===== src/rtl/sadc_pkg.sv =====
package sadc_pkg;
  localparam int unsigned RES_W    = 8;
  localparam int unsigned CONV_CYC = 36;
  localparam int unsigned SYNC_N   = 2;

  typedef enum logic {
    ST_IDLE = 1'b0,
    ST_CONV = 1'b1
  } conv_st_e;
endpackage


===== src/rtl/sadc_sync.sv =====
module sadc_sync #(
  parameter int unsigned STAGES  = 2,
  parameter logic        RST_VAL = 1'b0
) (
  input  logic clk_i,
  input  logic rst_ni,
  input  logic d_i,
  output logic q_o
);
  logic [STAGES-1:0] ff_q;

  generate
    for (genvar g = 0; g < STAGES; g++) begin : g_stage
      if (g == 0) begin : g_first
        always_ff @(posedge clk_i or negedge rst_ni) begin
          if (!rst_ni) ff_q[g] <= RST_VAL;
          else         ff_q[g] <= d_i;
        end
      end else begin : g_next
        always_ff @(posedge clk_i or negedge rst_ni) begin
          if (!rst_ni) ff_q[g] <= RST_VAL;
          else         ff_q[g] <= ff_q[g-1];
        end
      end
    end
  endgenerate

  assign q_o = ff_q[STAGES-1];
endmodule


===== src/rtl/sadc_shift.sv =====
module sadc_shift #(
  parameter int unsigned W = 8
) (
  input  logic         clk_i,
  input  logic         rst_ni,
  input  logic         cs_s_i,
  input  logic         sck_s_i,
  input  logic [W-1:0] result_i,
  output logic         sdo_o,
  output logic         sdo_oe_o,
  output logic         start_o
);
  localparam int unsigned CNT_W = $clog2(W + 1);
  localparam logic [CNT_W-1:0] CNT_FULL = CNT_W'(W);
  localparam logic [CNT_W-1:0] CNT_LAST = CNT_W'(W - 1);

  logic             cs_d_q, sck_d_q;
  logic [W-1:0]     sh_q, sh_d;
  logic [CNT_W-1:0] cnt_q, cnt_d;
  logic             cs_fall, sck_fall;

  assign cs_fall  = cs_d_q & ~cs_s_i;
  assign sck_fall = sck_d_q & ~sck_s_i & ~cs_s_i;

  always_comb begin
    sh_d    = sh_q;
    cnt_d   = cnt_q;
    start_o = 1'b0;
    if (cs_s_i) begin
      cnt_d = '0;
    end else if (cs_fall) begin
      sh_d  = result_i;
      cnt_d = '0;
    end else if (sck_fall && (cnt_q != CNT_FULL)) begin
      cnt_d = cnt_q + CNT_W'(1);
      if (cnt_q == CNT_LAST) start_o = 1'b1;
      else                   sh_d    = {sh_q[W-2:0], 1'b0};
    end
  end

  always_ff @(posedge clk_i or negedge rst_ni) begin
    if (!rst_ni) begin
      cs_d_q  <= 1'b1;
      sck_d_q <= 1'b0;
      sh_q    <= '0;
      cnt_q   <= '0;
    end else begin
      cs_d_q  <= cs_s_i;
      sck_d_q <= sck_s_i;
      sh_q    <= sh_d;
      cnt_q   <= cnt_d;
    end
  end

  assign sdo_o    = sh_q[W-1];
  assign sdo_oe_o = ~cs_d_q;

  // pad enable rises with the stored MSB already in place
  p_msb_on_select_r2: assert property (@(posedge clk_i) disable iff (!rst_ni)
    $rose(sdo_oe_o) |-> sdo_o == $past(result_i[W-1]));
  // edge count saturates at W
  p_cnt_bound_r10: assert property (@(posedge clk_i) disable iff (!rst_ni)
    cnt_q <= CNT_FULL);
  // deselect clears the edge count
  p_desel_clear_r8: assert property (@(posedge clk_i) disable iff (!rst_ni)
    cs_s_i |=> cnt_q == '0);
endmodule


===== src/rtl/sadc_sar.sv =====
module sadc_sar
  import sadc_pkg::*;
#(
  parameter int unsigned W    = 8,
  parameter int unsigned CONV = 36
) (
  input  logic         clk_i,
  input  logic         rst_ni,
  input  logic         start_i,
  input  logic         cmp_i,
  output logic [W-1:0] dac_o,
  output logic [W-1:0] result_o,
  output logic         busy_o
);
  localparam int unsigned STEP = CONV / W;
  localparam int unsigned TW   = $clog2(CONV);
  localparam logic [TW-1:0] T_LAST = TW'(CONV - 1);
  localparam logic [TW-1:0] T_STEP = TW'(STEP);
  localparam logic [TW-1:0] T_DEC  = TW'(STEP - 1);
  localparam logic [W-1:0]  MID    = {1'b1, {(W-1){1'b0}}};

  conv_st_e      st_q, st_d;
  logic [TW-1:0] t_q, t_d;
  logic [W-1:0]  trial_q, trial_d, mask_q, mask_d, res_q, res_d;
  logic          decide;

  assign decide = (mask_q != '0) && ((t_q % T_STEP) == T_DEC);

  always_comb begin
    st_d    = st_q;
    t_d     = t_q;
    trial_d = trial_q;
    mask_d  = mask_q;
    res_d   = res_q;
    unique case (st_q)
      ST_IDLE: begin
        if (start_i) begin
          st_d    = ST_CONV;
          t_d     = '0;
          trial_d = MID;
          mask_d  = MID;
        end
      end
      ST_CONV: begin
        t_d = t_q + TW'(1);
        if (decide) begin
          trial_d = (cmp_i ? trial_q : (trial_q & ~mask_q)) | (mask_q >> 1);
          mask_d  = mask_q >> 1;
        end
        if (t_q == T_LAST) begin
          st_d  = ST_IDLE;
          res_d = trial_d;
        end
      end
      default: st_d = ST_IDLE;
    endcase
  end

  always_ff @(posedge clk_i or negedge rst_ni) begin
    if (!rst_ni) begin
      st_q    <= ST_IDLE;
      t_q     <= '0;
      trial_q <= '0;
      mask_q  <= '0;
      res_q   <= '0;
    end else begin
      st_q    <= st_d;
      t_q     <= t_d;
      trial_q <= trial_d;
      mask_q  <= mask_d;
      res_q   <= res_d;
    end
  end

  assign busy_o   = (st_q == ST_CONV);
  assign dac_o    = trial_q;
  assign result_o = res_q;

  // every conversion opens at mid-scale
  p_first_trial_r6: assert property (@(posedge clk_i) disable iff (!rst_ni)
    $rose(busy_o) |-> dac_o == MID);
  // at most one bit under trial
  p_mask_onehot_r6: assert property (@(posedge clk_i) disable iff (!rst_ni)
    $onehot0(mask_q));
  // result only moves as a conversion closes
  p_result_stable_r7: assert property (@(posedge clk_i) disable iff (!rst_ni)
    !$fell(busy_o) |-> $stable(result_o));
  // a start request during a conversion does not restart the timer
  p_no_restart_r9: assert property (@(posedge clk_i) disable iff (!rst_ni)
    (busy_o && start_i && (t_q != T_LAST)) |=> busy_o && (t_q == $past(t_q) + TW'(1)));
endmodule


===== src/rtl/sadc_ctrl.sv =====
module sadc_ctrl
  import sadc_pkg::*;
#(
  parameter int unsigned RES_W_P    = RES_W,
  parameter int unsigned CONV_CYC_P = CONV_CYC,
  parameter int unsigned SYNC_N_P   = SYNC_N
) (
  input  logic               clk_i,
  input  logic               rst_ni,
  input  logic               cs_ni,
  input  logic               ioclk_i,
  input  logic               cmp_i,
  output logic               sdo_o,
  output logic               sdo_oe_o,
  output logic [RES_W_P-1:0] dac_code_o,
  output logic               hold_o
);
  logic               rst_n_s, cs_s, sck_s, start;
  logic [RES_W_P-1:0] result;

  sadc_sync #(.STAGES(SYNC_N_P), .RST_VAL(1'b0)) u_rst_sync (
    .clk_i(clk_i), .rst_ni(rst_ni), .d_i(1'b1), .q_o(rst_n_s));

  sadc_sync #(.STAGES(SYNC_N_P), .RST_VAL(1'b1)) u_cs_sync (
    .clk_i(clk_i), .rst_ni(rst_n_s), .d_i(cs_ni), .q_o(cs_s));

  sadc_sync #(.STAGES(SYNC_N_P), .RST_VAL(1'b0)) u_sck_sync (
    .clk_i(clk_i), .rst_ni(rst_n_s), .d_i(ioclk_i), .q_o(sck_s));

  sadc_shift #(.W(RES_W_P)) u_shift (
    .clk_i    (clk_i),
    .rst_ni   (rst_n_s),
    .cs_s_i   (cs_s),
    .sck_s_i  (sck_s),
    .result_i (result),
    .sdo_o    (sdo_o),
    .sdo_oe_o (sdo_oe_o),
    .start_o  (start)
  );

  sadc_sar #(.W(RES_W_P), .CONV(CONV_CYC_P)) u_sar (
    .clk_i    (clk_i),
    .rst_ni   (rst_n_s),
    .start_i  (start),
    .cmp_i    (cmp_i),
    .dac_o    (dac_code_o),
    .result_o (result),
    .busy_o   (hold_o)
  );

  // pad disabled while deselected and settled
  p_desel_off_r1: assert property (@(posedge clk_i) disable iff (!rst_n_s)
    (cs_s && $past(cs_s)) |-> !sdo_oe_o);
endmodule


===== config.mk =====
export PLATFORM = sky130hd
export DESIGN_NAME = sadc_ctrl
export DESIGN_NICKNAME = d
export VERILOG_FILES = /design/src/rtl/sadc_pkg.sv /design/src/rtl/sadc_sync.sv /design/src/rtl/sadc_shift.sv /design/src/rtl/sadc_sar.sv /design/src/rtl/sadc_ctrl.sv
export SDC_FILE = /design/constraint.sdc
export NUM_CORES = 1
export LEC_CHECK = 0
export BUFFER_PORTS_ARGS = -buffer_cell sky130_fd_sc_hd__buf_4
export CORE_MARGIN = 2
export CORE_UTILIZATION = 59
export CTS_CLUSTER_SIZE = 12
export DETAILED_ROUTE_END_ITERATION = 10
export HOLD_SLACK_MARGIN = 0.03
export PLACE_DENSITY = 0.86
export SYNTH_ARGS = -nofsm -noshare
export SYNTH_HDL_FRONTEND = slang
export SYNTH_SLANG_ARGS = --single-unit
export TNS_END_PERCENT = 50

===== constraint.sdc =====
create_clock -name clk_i -period 1.8 [get_ports clk_i]
set_input_delay 0.36 -clock clk_i [delete_from_list [all_inputs] [get_ports clk_i]]
set_output_delay 0.36 -clock clk_i [all_outputs]
set_load 0.05 [all_outputs]

==> summary.md, run 1 <==
| Metric | Value |
|---|---|
| Syn Nets | `228` |
| CP max FO | `15` |
| Max cap viols | `0` |
| Die area | `4657 µm²` |
| Avg Synthesized Cell Area | `11.07 µm²` |
| Clock-pin transition on the worst setup and hold timing paths | `0.09 ns` |
| Worst-Margin Slew | `0.6575 ns` |
| Clk root buf | `clkbuf_8` |
| Worst Setup Start Kind | `flip-flop` |
| Setup crit end kind | `flip-flop` |
| Worst path slowest cell | `dfrtp_1` |
| First-pass GRT wire length | `8280 µm` |
| Cell area after synthesis | `2435 µm²` |
| Slew HR | `0.5612` |
| DR vias/cell | `6.225` |
| Antenna Nets Post-Route | `0` |
| DR WL/cell | `16.89 µm` |
| Hold slack | `0.1584 ns` |
| CP Launch Point | `u_shift.cnt_q[0]$_DFFE_PN0P_` |
| Clk_lat worst skew | `~0.31 ns` |
| Starting Density | `0.6087` |
| Max incr delay on CP | `0.38 ns` |
| Row Count | `23` |
| Most frequent cell after synthesis | `dfrtp_1` |
| Net Sw Frac | `0.2243` |
| Clock sinks | `51` |
| GP Congestion | `roughly 0.83` |
| Period utilization | `0.9375` |
| Reg2reg start | `u_shift.cnt_q[0]$_DFFE_PN0P_` |
| Tmin final | `1.687 ns` |
| Netlist cell types | `45` |
| Core area | `roughly 4000 µm²` |
| Drt pass-1 iters | `4` |
| Final WS setup | `about 0.11 ns` |
| Total CTS buffers | `5` |
| Crit path to | `u_sar.t_q[5]$_DFFE_PN0P_` |
| Fin util | `0.6888` |
| Setup CP Type | `reg -> reg` |
| Combinational share of power | `0.053` |
| Reg2Reg Setup Slack | `0.11 ns` |
| Ports | `16` |
| IO buf count | `15` |
| Top cell types by occurrence after synthesis | `dfrtp_1 (48), nand2_1 (19), a22oi_1 (12)` |
| Nets | `around 250` |
| CTS tree | `built` |
| NetSw | `0.4553 mW` |
| Max Freq | `0.5926 GHz` |
| PostCTS Resize Cnt | `0` |
| HP Class | `in -> reg` |
| Pint | `around 1.6 mW` |
| Number of flops mapped to enable cells by yosys | `0` |
| Die Height | `68.24 µm` |
| Drt total wl | `4881 µm` |
| Largest area contributor in the netlist | `dfrtp_1` |
| Worst path depth | `6` |
| Sequential power share | `0.594` |
| Yosys reg bits | `51` |
| H-Tree Depth | `2` |
| Final hold vios | `0` |
| Vias | `1799` |
| Power, Total | `between 2 and 2.5 mW` |
| Grt ovf | `0` |
| Reg-to-Reg End | `u_sar.t_q[5]$_DFFE_PN0P_` |
| CP required | `1.95 ns` |
| Fraction of registers with async set/reset | `1.000` |
| Cells after Synth | `220` |
| Peak VDD IR | `0.5651 mV` |
| Final Max Tran Viols | `0` |
| Final Skew | `0.005821 ns` |
| R2r worst-path depth | `6` |
| DRC | `0` |
| Critical path, cell by cell | `inv_1 -> ha_1 -> and3b_1 -> nor4_4 -> buf_12 -> a311oi_1` |
| Clock share of power | `0.353` |
| Post-synthesis sequential area ratio | `0.5257` |
| Final setup fails | `0` |
| Area delta synth->final | `13.16%` |
| Synth warn | `0` |
| RSZ-0062 raised after global routing | `false` |
| Ranking of synthesized cells by area | `dfrtp_1 (49%), a22oi_1 (3.7%), a22o_1 (3.6%)` |
| CP Buf/Inv Count | `2` |
| Status | `finished, final reports clean` |
| PwrDens | `about 740 nW/µm²` |
| Layout cells sized above 1 | `0.2259` |
| Kind of cell adding the most delay to the critical path | `simple AND/OR/NAND/NOR gates` |
| Initial drt markers | `171` |
| Yosys top cell area share | `0.4933` |
| Vias in the first global route | `1717` |
| Dpl ws | `0.1129 ns` |
| Critical path arrival | `1.84 ns` |
| Dominant synthesized flop cell | `dfrtp_1` |
| Largest net degree at the start of global routing | `28` |
| Post-route setup TNS | `0 ns` |
| Die X | `68.24 µm` |
| Clock buffer depth | `2` |
| GR Util All Layers | `0.2419` |
| Final HPWL DP | `3312 µm` |
| Inserted Diodes | `0` |
| Lkg Pwr | `1.229 nW` |
| Initial antenna violation count | `0` |
[cell type report]
class / instances / area, µm²
Inverter: 8 / 30.03
Timing Repair Buffer: 28 / 237.7
Multi-Input combinational cell: 144 / 1042
Clock buffer: 8 / 100.1
Sequential cell: 51 / 1282
Tap cell: 50 / 62.56
Fill cell: 288 / 1245
[layout by cell type (no fill, tap or decap), types with 2 or more instances in the layout]
cell type / n
ha_1: 3
a22o_1: 10
nand3_1: 4
o22ai_1: 4
clkbuf_8: 7
a21oi_1: 4
dfrtp_1: 46
dfstp_2: 3
dfrtp_2: 2
and3b_1: 2
nand2b_1: 2
nor2_1: 6
o31ai_1: 7
o21ai_0: 3
or3_1: 2
nor2b_1: 6
nand2_1: 19
mux2i_1: 5
mux2_2: 5
a31oi_1: 4
nand3b_1: 10
and3_1: 3
inv_1: 8
a211o_1: 2
buf_12: 2
a22oi_1: 12
nand4_1: 6
buf_4: 25
o21ai_2: 6
a41oi_1: 3
xnor2_1: 2
[worst register-to-register path, stage by stage, from the launching register on]
cell      delay, ns
dfrtp_1        0.38
inv_1          0.08
ha_1           0.21
and3b_1        0.22
nor4_4         0.34
buf_12         0.20
a311oi_1       0.11
[metal layers]
metal	global-route usage	routed length [µm]
met1	0.3550	2286
met2	0.3507	2322
met3	0.05921	211
met4	0.08250	61
met5	0	0
[stage by stage]
step / std cells / instance area [µm²]
2_1_floorplan: 220 / 2442
3_3_place_gp: 280 / 2645
3_5_place_dp: 280 / 2645
4_1_cts: 289 / 2755
5_1_grt: 289 / 2755
6_report: 289 / 2755
[state kept, by name, indices dropped and copies added (netlist names)]
register,flops
u_sar.dac_o,8
u_sar.mask_q,8
u_sar.result_o,8
u_shift.sh_q,8
u_sar.t_q,6
u_shift.cnt_q,4
u_cs_sync.ff_q,1
u_cs_sync.q_o,1
u_rst_sync.ff_q,1
u_rst_sync.q_o,1
u_sar.busy_o,1
u_sck_sync.ff_q,1
u_sck_sync.q_o,1
u_shift.cs_d_q,1
u_shift.sck_d_q,1
[repair_timing]
item,4_1_cts,5_1_grt
hold buffers,1,0
setup buffers,0,0
hold endpoints to repair,2,0
[logic make-up after synthesis]
| logic type | after synthesis | share of synthesized area |
|---|---|---|
| other | 1 | 0.001540 |
| DFF | 51 | 0.5257 |
| AOI/OAI and AO/OA | 60 | 0.1917 |
| buffers and inverters | 25 | 0.04882 |
| xor gates and xnor gates | 3 | 0.01079 |
| muxes | 10 | 0.04368 |
| adders and majority gates | 3 | 0.01542 |
| and+or+nand+nor | 67 | 0.1624 |
[worst min-delay path by stage]
stage / startpoint / to / slack, ns / cells past startpoint
floorplan: rst_ni / u_rst_sync.ff_q[0]$_DFF_PN0_ / 0.06 / 0
global placement: rst_ni / u_rst_sync.ff_q[0]$_DFF_PN0_ / 0.14 / 1
detailed placement: rst_ni / u_rst_sync.ff_q[0]$_DFF_PN0_ / 0.14 / 1
CTS: cs_ni / u_cs_sync.ff_q[0]$_DFF_PN1_ / 0.15 / 1
global route: ioclk_i / u_sck_sync.ff_q[0]$_DFF_PN0_ / 0.14 / 1
finish: cs_ni / u_cs_sync.ff_q[0]$_DFF_PN1_ / 0.16 / 1
[power groups by stage]
stage / registers [mW] / logic (mW) / clock network, mW
2_1_floorplan: 1.24 / 0.0597 / 0
3_3_place_gp: 1.23 / 0.104 / 0
3_5_place_dp: 1.23 / 0.107 / 0
4_1_cts: 1.21 / 0.108 / 0.727
5_1_grt: 1.21 / 0.120 / 0.772
6_report: 1.21 / 0.108 / 0.717
(Power assumes the default switching activity.)
==> run 2, diff against run 1 <==
--- a/config.mk
+++ b/config.mk
@@ -10,6 +10,7 @@
 export CORE_UTILIZATION = 59
 export CTS_CLUSTER_SIZE = 12
 export DETAILED_ROUTE_END_ITERATION = 10
+export GPL_TIMING_DRIVEN = 0
 export HOLD_SLACK_MARGIN = 0.03
 export PLACE_DENSITY = 0.86
 export SYNTH_ARGS = -nofsm -noshare
==> run 2 against run 1 <==
Clock skew increased by 0.0017 ns. Global-route usage increased by 2.0 points. Sequential share of layout area decreased by 2.7 points. Design area increased by 6.0%. Routed wire length increased by 14%. Count of clock-buffer cells in the layout decreased by 3. Combinational power increased by 16%. Register-to-register slack got worse by 0.05 ns. Sequential power about the same. Critical path depth increased by 1. Fmax decreased by 2.9%. Via count increased by 7.2%. Largest power group unchanged.
==> summary.md, run 2 (same netlist as run 1, synthesis figures left out) <==
| Metric | Value |
|---|---|
| Drt pass-1 iters | `5` |
| Area delta synth->final | `19.99%` |
| Clk_lat worst skew | `0.30 ns` |
| Die area | `4657 µm²` |
| Tmin final | `1.738 ns` |
| GR Util All Layers | `0.2614` |
| R2r worst-path depth | `7` |
| Layout fillers | `266` |
| Initial drt markers | `around 160` |
| Peak VDD IR | `0.6583 mV` |
| Critical path arrival | `1.91 ns` |
| Setup crit end kind | `flip-flop` |
| Post-route setup TNS | `0 ns` |
| Final Skew | `0.007491 ns` |
| Layout cells sized above 1 | `0.2891` |
| Reg-to-Reg End | `u_sar.dac_o[4]$_DFFE_PN0P_` |
| Reg2reg start | `u_shift.cnt_q[0]$_DFFE_PN0P_` |
| H-Tree Depth | `2` |
| Row Count | `23` |
| Max cap viols | `0` |
| Lkg Pwr | `1.310 nW` |
| DR WL/cell | `about 18 µm` |
| CTS tree | `built` |
| Clock-pin transition on the worst setup and hold timing paths | `0.09 ns` |
| Grt ovf | `0` |
| Clock sinks | `51` |
| Critical path, cell by cell | `inv_2 -> ha_2 -> and3b_2 -> nor4_4 -> buf_4 -> buf_6 -> o22ai_1` |
| Antenna Nets Post-Route | `0` |
| Reg2Reg Setup Slack | `between 0.06 and 0.07 ns` |
| GP Congestion | `0.8326` |
| Non-filler instance count after layout | `306` |
| Worst Setup Start Kind | `flip-flop` |
| DRC | `0` |
| Initial antenna violation count | `0` |
| Core area | `roughly 4000 µm²` |
| PwrDens | `773.3 nW/µm²` |
| CP required | `1.97 ns` |
| Vias | `1928` |
| Ports | `16` |
| Status | `finished, final reports clean` |
| CP max FO | `5` |
| Drt total wl | `5543 µm` |
| Die Height | `68.24 µm` |
| Max Freq | `0.5753 GHz` |
| Die X | `68.24 µm` |
| IO buf count | `15` |
| Placed insts | `~290` |
| Commonest non-fill, non-tap cell in the layout | `dfrtp_1` |
| Starting Density | `0.6087` |
| Commonest non-fill, non-tap cells in the layout | `dfrtp_1 (46), buf_4 (26), nand2_1 (19)` |
| Final setup fails | `0` |
| Max incr delay on CP | `0.40 ns` |
| Inserted Diodes | `0` |
| Final hold vios | `0` |
| DR vias/cell | `6.301` |
| Period utilization | `0.9656` |
| Hold slack | `0.1371 ns` |
| Largest net degree at the start of global routing | `40` |
| First-pass GRT wire length | `8887 µm` |
| Clock buffer depth | `2` |
| Final Max Tran Viols | `0` |
| Nets | `263` |
| Clk root buf | `clkbuf_8` |
| RSZ-0062 raised after global routing | `true` |
| HP Class | `reg -> async` |
| Worst path slowest cell | `dfrtp_1` |
| Vias in the first global route | `1793` |
| Setup CP Type | `reg -> reg` |
| Total CTS buffers | `5` |
| Final HPWL DP | `3426 µm` |
==> run 2: cell count changes in the layout (fill, tap and decap cells not counted), moves of 2 or more <==
cell	change
clkbuf_2	+3
clkbuf_1	+4
bufinv_16	+2
buf_2	+3
clkbuf_8	-2
a22oi_2	+2
buf_6	+4
a22oi_1	-2
==> run 2: final cells by class <==
type                            count  area (µm²)  share of cell area
Sequential cell                    51        1282              0.4390
Clock inverter                      3       67.56             0.02313
Timing Repair Buffer               30       256.5             0.08779
Clock buffer                        5       68.82             0.02355
Inverter                            8       30.03             0.01028
Tap cell                           50       62.56             0.02141
Buffer                             15       90.09             0.03084
Multi-Input combinational cell    144        1064              0.3640
==> run 2: through the flow <==
step	cell area [µm²]	util	setup slack (ns)	total power, mW
final	2922	0.7304	0.06184	2.259
after global routing	2922	0.7304	-0.01645	2.333
after CTS	2830	0.7075	-0.02693	2.272
after detailed placement	2639	0.6597	-0.2271	1.338
after global placement	2618	0.6544	-0.4213	1.327
after floorplan	2442	-	0.03604	1.296
==> run 2: metal layers <==
layer / track usage / vias up / share of wire
met5: 0 / - / 0
met4: 0.08250 / 0 / 0.019
met3: 0.04770 / 14 / 0.044
met2: 0.4248 / 73 / 0.49
met1: 0.3555 / 957 / 0.44
li1: - / 884 / -
==> run 2: timing repair <==
action | in CTS | in global routing
endpoints found under the setup margin | 29 | 38
gates cloned | 1 | 0
pin swaps | 4 | 3
hold endpoints to repair | 2 | 0
buffers inserted | 5 | 7
hold buffers | 1 | 0
gates resized for setup | 4 | 16
==> run 2: worst max path at each step <==
stage | startpoint | endpoint | slack, ns | cells past startpoint
after global placement | u_rst_sync.q_o$_DFF_PN0_ | u_sar.busy_o$_DFF_PN0_ | -0.42 | 0
after detailed placement | u_shift.cnt_q[0]$_DFFE_PN0P_ | u_sar.dac_o[4]$_DFFE_PN0P_ | -0.23 | 7
after CTS | u_cs_sync.q_o$_DFF_PN1_ | u_sar.t_q[5]$_DFFE_PN0P_ | -0.03 | 6
final | u_shift.cnt_q[0]$_DFFE_PN0P_ | u_sar.dac_o[4]$_DFFE_PN0P_ | 0.06 | 7
after floorplan | u_shift.cnt_q[0]$_DFFE_PN0P_ | u_sar.t_q[3]$_DFFE_PN0P_ | 0.04 | 7
after global routing | u_shift.cnt_q[0]$_DFFE_PN0P_ | u_sar.dac_o[4]$_DFFE_PN0P_ | -0.02 | 7
==> run 2: report_power, final <==
part | internal [mW] | total [mW] | switching, mW | leakage [nW]
Clock | 0.554 | 0.934 | 0.379 | 0.0644
Sequential | 1.18 | 1.20 | 0.0236 | 0.643
Combinational | 0.0523 | 0.125 | 0.0728 | 0.603
==> run 2: worst max-delay path, delay by kind of cell (launching register included) <==
family	cells	cell delay, ns
DFF	1	0.40
adders and majority gates	1	0.19
and+or+nand+nor	2	0.57
buffers and inverters	3	0.38
AOI/OAI and AO/OA	1	0.07
==> run 3, diff against run 2 <==
--- a/config.mk
+++ b/config.mk
@@ -13,6 +13,7 @@
 export GPL_TIMING_DRIVEN = 0
 export HOLD_SLACK_MARGIN = 0.03
 export PLACE_DENSITY = 0.86
+export RECOVER_POWER = 25
 export SYNTH_ARGS = -nofsm -noshare
 export SYNTH_HDL_FRONTEND = slang
 export SYNTH_SLANG_ARGS = --single-unit
==> run 3 against run 2 <==
Register-to-register slack barely moved. Critical endpoint unchanged. Largest cell class unchanged. Critical path type unchanged. Power about the same. Clock power about the same.
==> summary.md, run 3 (same netlist as run 1, synthesis figures left out) <==
| Metric | Value |
|---|---|
| Lkg Pwr | `around 1.3 nW` |
| CP required | `1.97 ns` |
| Vias in the first global route | `about 1800` |
| Nets | `263` |
| CP max FO | `5` |
| Area delta synth->final | `19.78%` |
| M1 GR Usage | `0.3555` |
| Clk_lat worst skew | `~0.30 ns` |
| Clk root buf | `clkbuf_8` |
| Layout cells sized above 1 | `0.2813` |
| Commonest non-fill, non-tap cells in the layout | `dfrtp_1 (47), buf_4 (23), nand2_1 (19)` |
| Final Skew | `about 0.0080 ns` |
| Period utilization | `0.9666` |
| Ports | `16` |
| Grt ovf | `0` |
| Tmin final | `around 1.7 ns` |
| Max cap viols | `0` |
| Setup CP Type | `reg -> reg` |
| Initial drt markers | `163` |
| Met2 Resource Use GR | `0.4248` |
| CP Buf/Inv Count | `3` |
| Design area | `2917 µm²` |
| Die X | `68.24 µm` |
| Register Area | `1281 µm²` |
| Layout fillers | `267` |
| Kind of cell adding the most delay to the critical path | `simple AND/OR/NAND/NOR gates` |
| Multi-input gate area | `1064 µm²` |
| PwrDens | `774.6 nW/µm²` |
| Final HPWL DP | `between 3000 and 4000 µm` |
| IO buf count | `15` |
| Non-filler instance count after layout | `306` |
| Drt total wl | `5561 µm` |
| Clock buffer depth | `2` |
| GR Util All Layers | `0.2614` |
| H-Tree Depth | `2` |
| Row Count | `23` |
| Core area | `4000 µm²` |
| Commonest non-fill, non-tap cell in the layout | `dfrtp_1` |
| Status | `finished, final reports clean` |
| Slew HR | `0.6661` |
| DR WL/cell | `between 15 and 20 µm` |
| Total CTS buffers | `5` |
| Max Freq | `0.5747 GHz` |
| Drt pass-1 iters | `4` |
| Worst-Margin Slew | `between 0.5 and 0.6 ns` |
| Antenna Nets Post-Route | `0` |
| Worst Setup Start Kind | `flip-flop` |
| Starting Density | `0.6087` |
| Critical path arrival | `1.91 ns` |
| Die Height | `68.24 µm` |
| Inserted Diodes | `0` |
| Initial antenna violation count | `0` |
| Met3 GRT Util | `0.04770` |
| Placed insts | `286` |
| Worst path slowest cell | `dfrtp_1` |
| GP Congestion | `between 0.8 and 0.9` |
| DR vias/cell | `6.359` |
| Final hold vios | `0` |
| CTS tree | `built` |
| GRT busiest layer | `met2` |
| Peak VDD IR | `0.6594 mV` |
| HP Class | `in -> reg` |
| Die area | `4657 µm²` |
| Setup crit end kind | `flip-flop` |
| DP Area | `2639 µm²` |
| Max incr delay on CP | `0.40 ns` |
| Clock-pin transition on the worst setup and hold timing paths | `~0.090 ns` |
| Vias | `1946` |
| Reg2Reg Setup Slack | `~0.06 ns` |
| DRC | `0` |
| Critical path, cell by cell | `inv_2 -> ha_2 -> and3b_2 -> nor4_4 -> buf_4 -> buf_6 -> o22ai_1` |
| Final Max Tran Viols | `0` |
| Final setup fails | `0` |
| First-pass GRT wire length | `8887 µm` |
| Largest net degree at the start of global routing | `40` |
| Clock sinks | `51` |
| RSZ-0062 raised after global routing | `true` |
## run 3: worst paths after layout
check,from,to,cells after the start
max in group asynchronous,u_rst_sync.q_o$_DFF_PN0_,u_sar.busy_o$_DFF_PN0_,1
min in group asynchronous,u_rst_sync.q_o$_DFF_PN0_,u_shift.cnt_q[0]$_DFFE_PN0P_,0
max,u_shift.cnt_q[0]$_DFFE_PN0P_,u_sar.dac_o[4]$_DFFE_PN0P_,7
min,cs_ni,u_cs_sync.ff_q[0]$_DFF_PN1_,1
max reg2reg,u_shift.cnt_q[0]$_DFFE_PN0P_,u_sar.dac_o[4]$_DFFE_PN0P_,7
min reg2reg,u_rst_sync.q_o$_DFF_PN0_,u_shift.cnt_q[0]$_DFFE_PN0P_,0
## run 3: layer usage
layer,up-vias,part of all wire
met5,-,0
li1,884,-
met1,963,0.43
met2,87,0.49
met3,12,0.060
met4,0,0.018
## run 3: cell type report
| cell class | instances | area share |
|---|---|---|
| Timing Repair Buffer | 30 | 0.08666 |
| Clock inverter | 3 | 0.02317 |
| Sequential cell | 51 | 0.4393 |
| Buffer | 15 | 0.03089 |
| Inverter | 8 | 0.01030 |
| Multi-Input combinational cell | 144 | 0.3647 |
| Tap cell | 50 | 0.02145 |
| Clock buffer | 5 | 0.02360 |
## run 3: what timing repair did
action | 4_1_cts | 5_1_grt
gates resized for setup | 4 | 16
hold buffers | 1 | 0
buffers inserted | 5 | 7
endpoints found under the hold margin | 2 | 0
cloned | 1 | 0
pin swaps | 4 | 3
setup endpoints to repair | 29 | 38
## run 3: metrics by stage
stage               total power, mW  hold slack, ns    util  setup slack (ns)  setup TNS, ns
global placement              1.327          0.1431  0.6544           -0.4213         -15.54
floorplan                     1.296         0.06441       -           0.03604              0
finish                        2.259          0.1663  0.7291           0.06010              0
global route                  2.332          0.1527  0.7291          -0.01645       -0.02773
detailed placement            1.338          0.1436  0.6597           -0.2271         -3.791
CTS                           2.272          0.1480  0.7075          -0.02693       -0.05799
## run 3: power breakdown
part | switching [mW] | internal [mW]
Clock | 0.381 | 0.554
Sequential | 0.0237 | 1.18
Combinational | 0.0728 | 0.0512
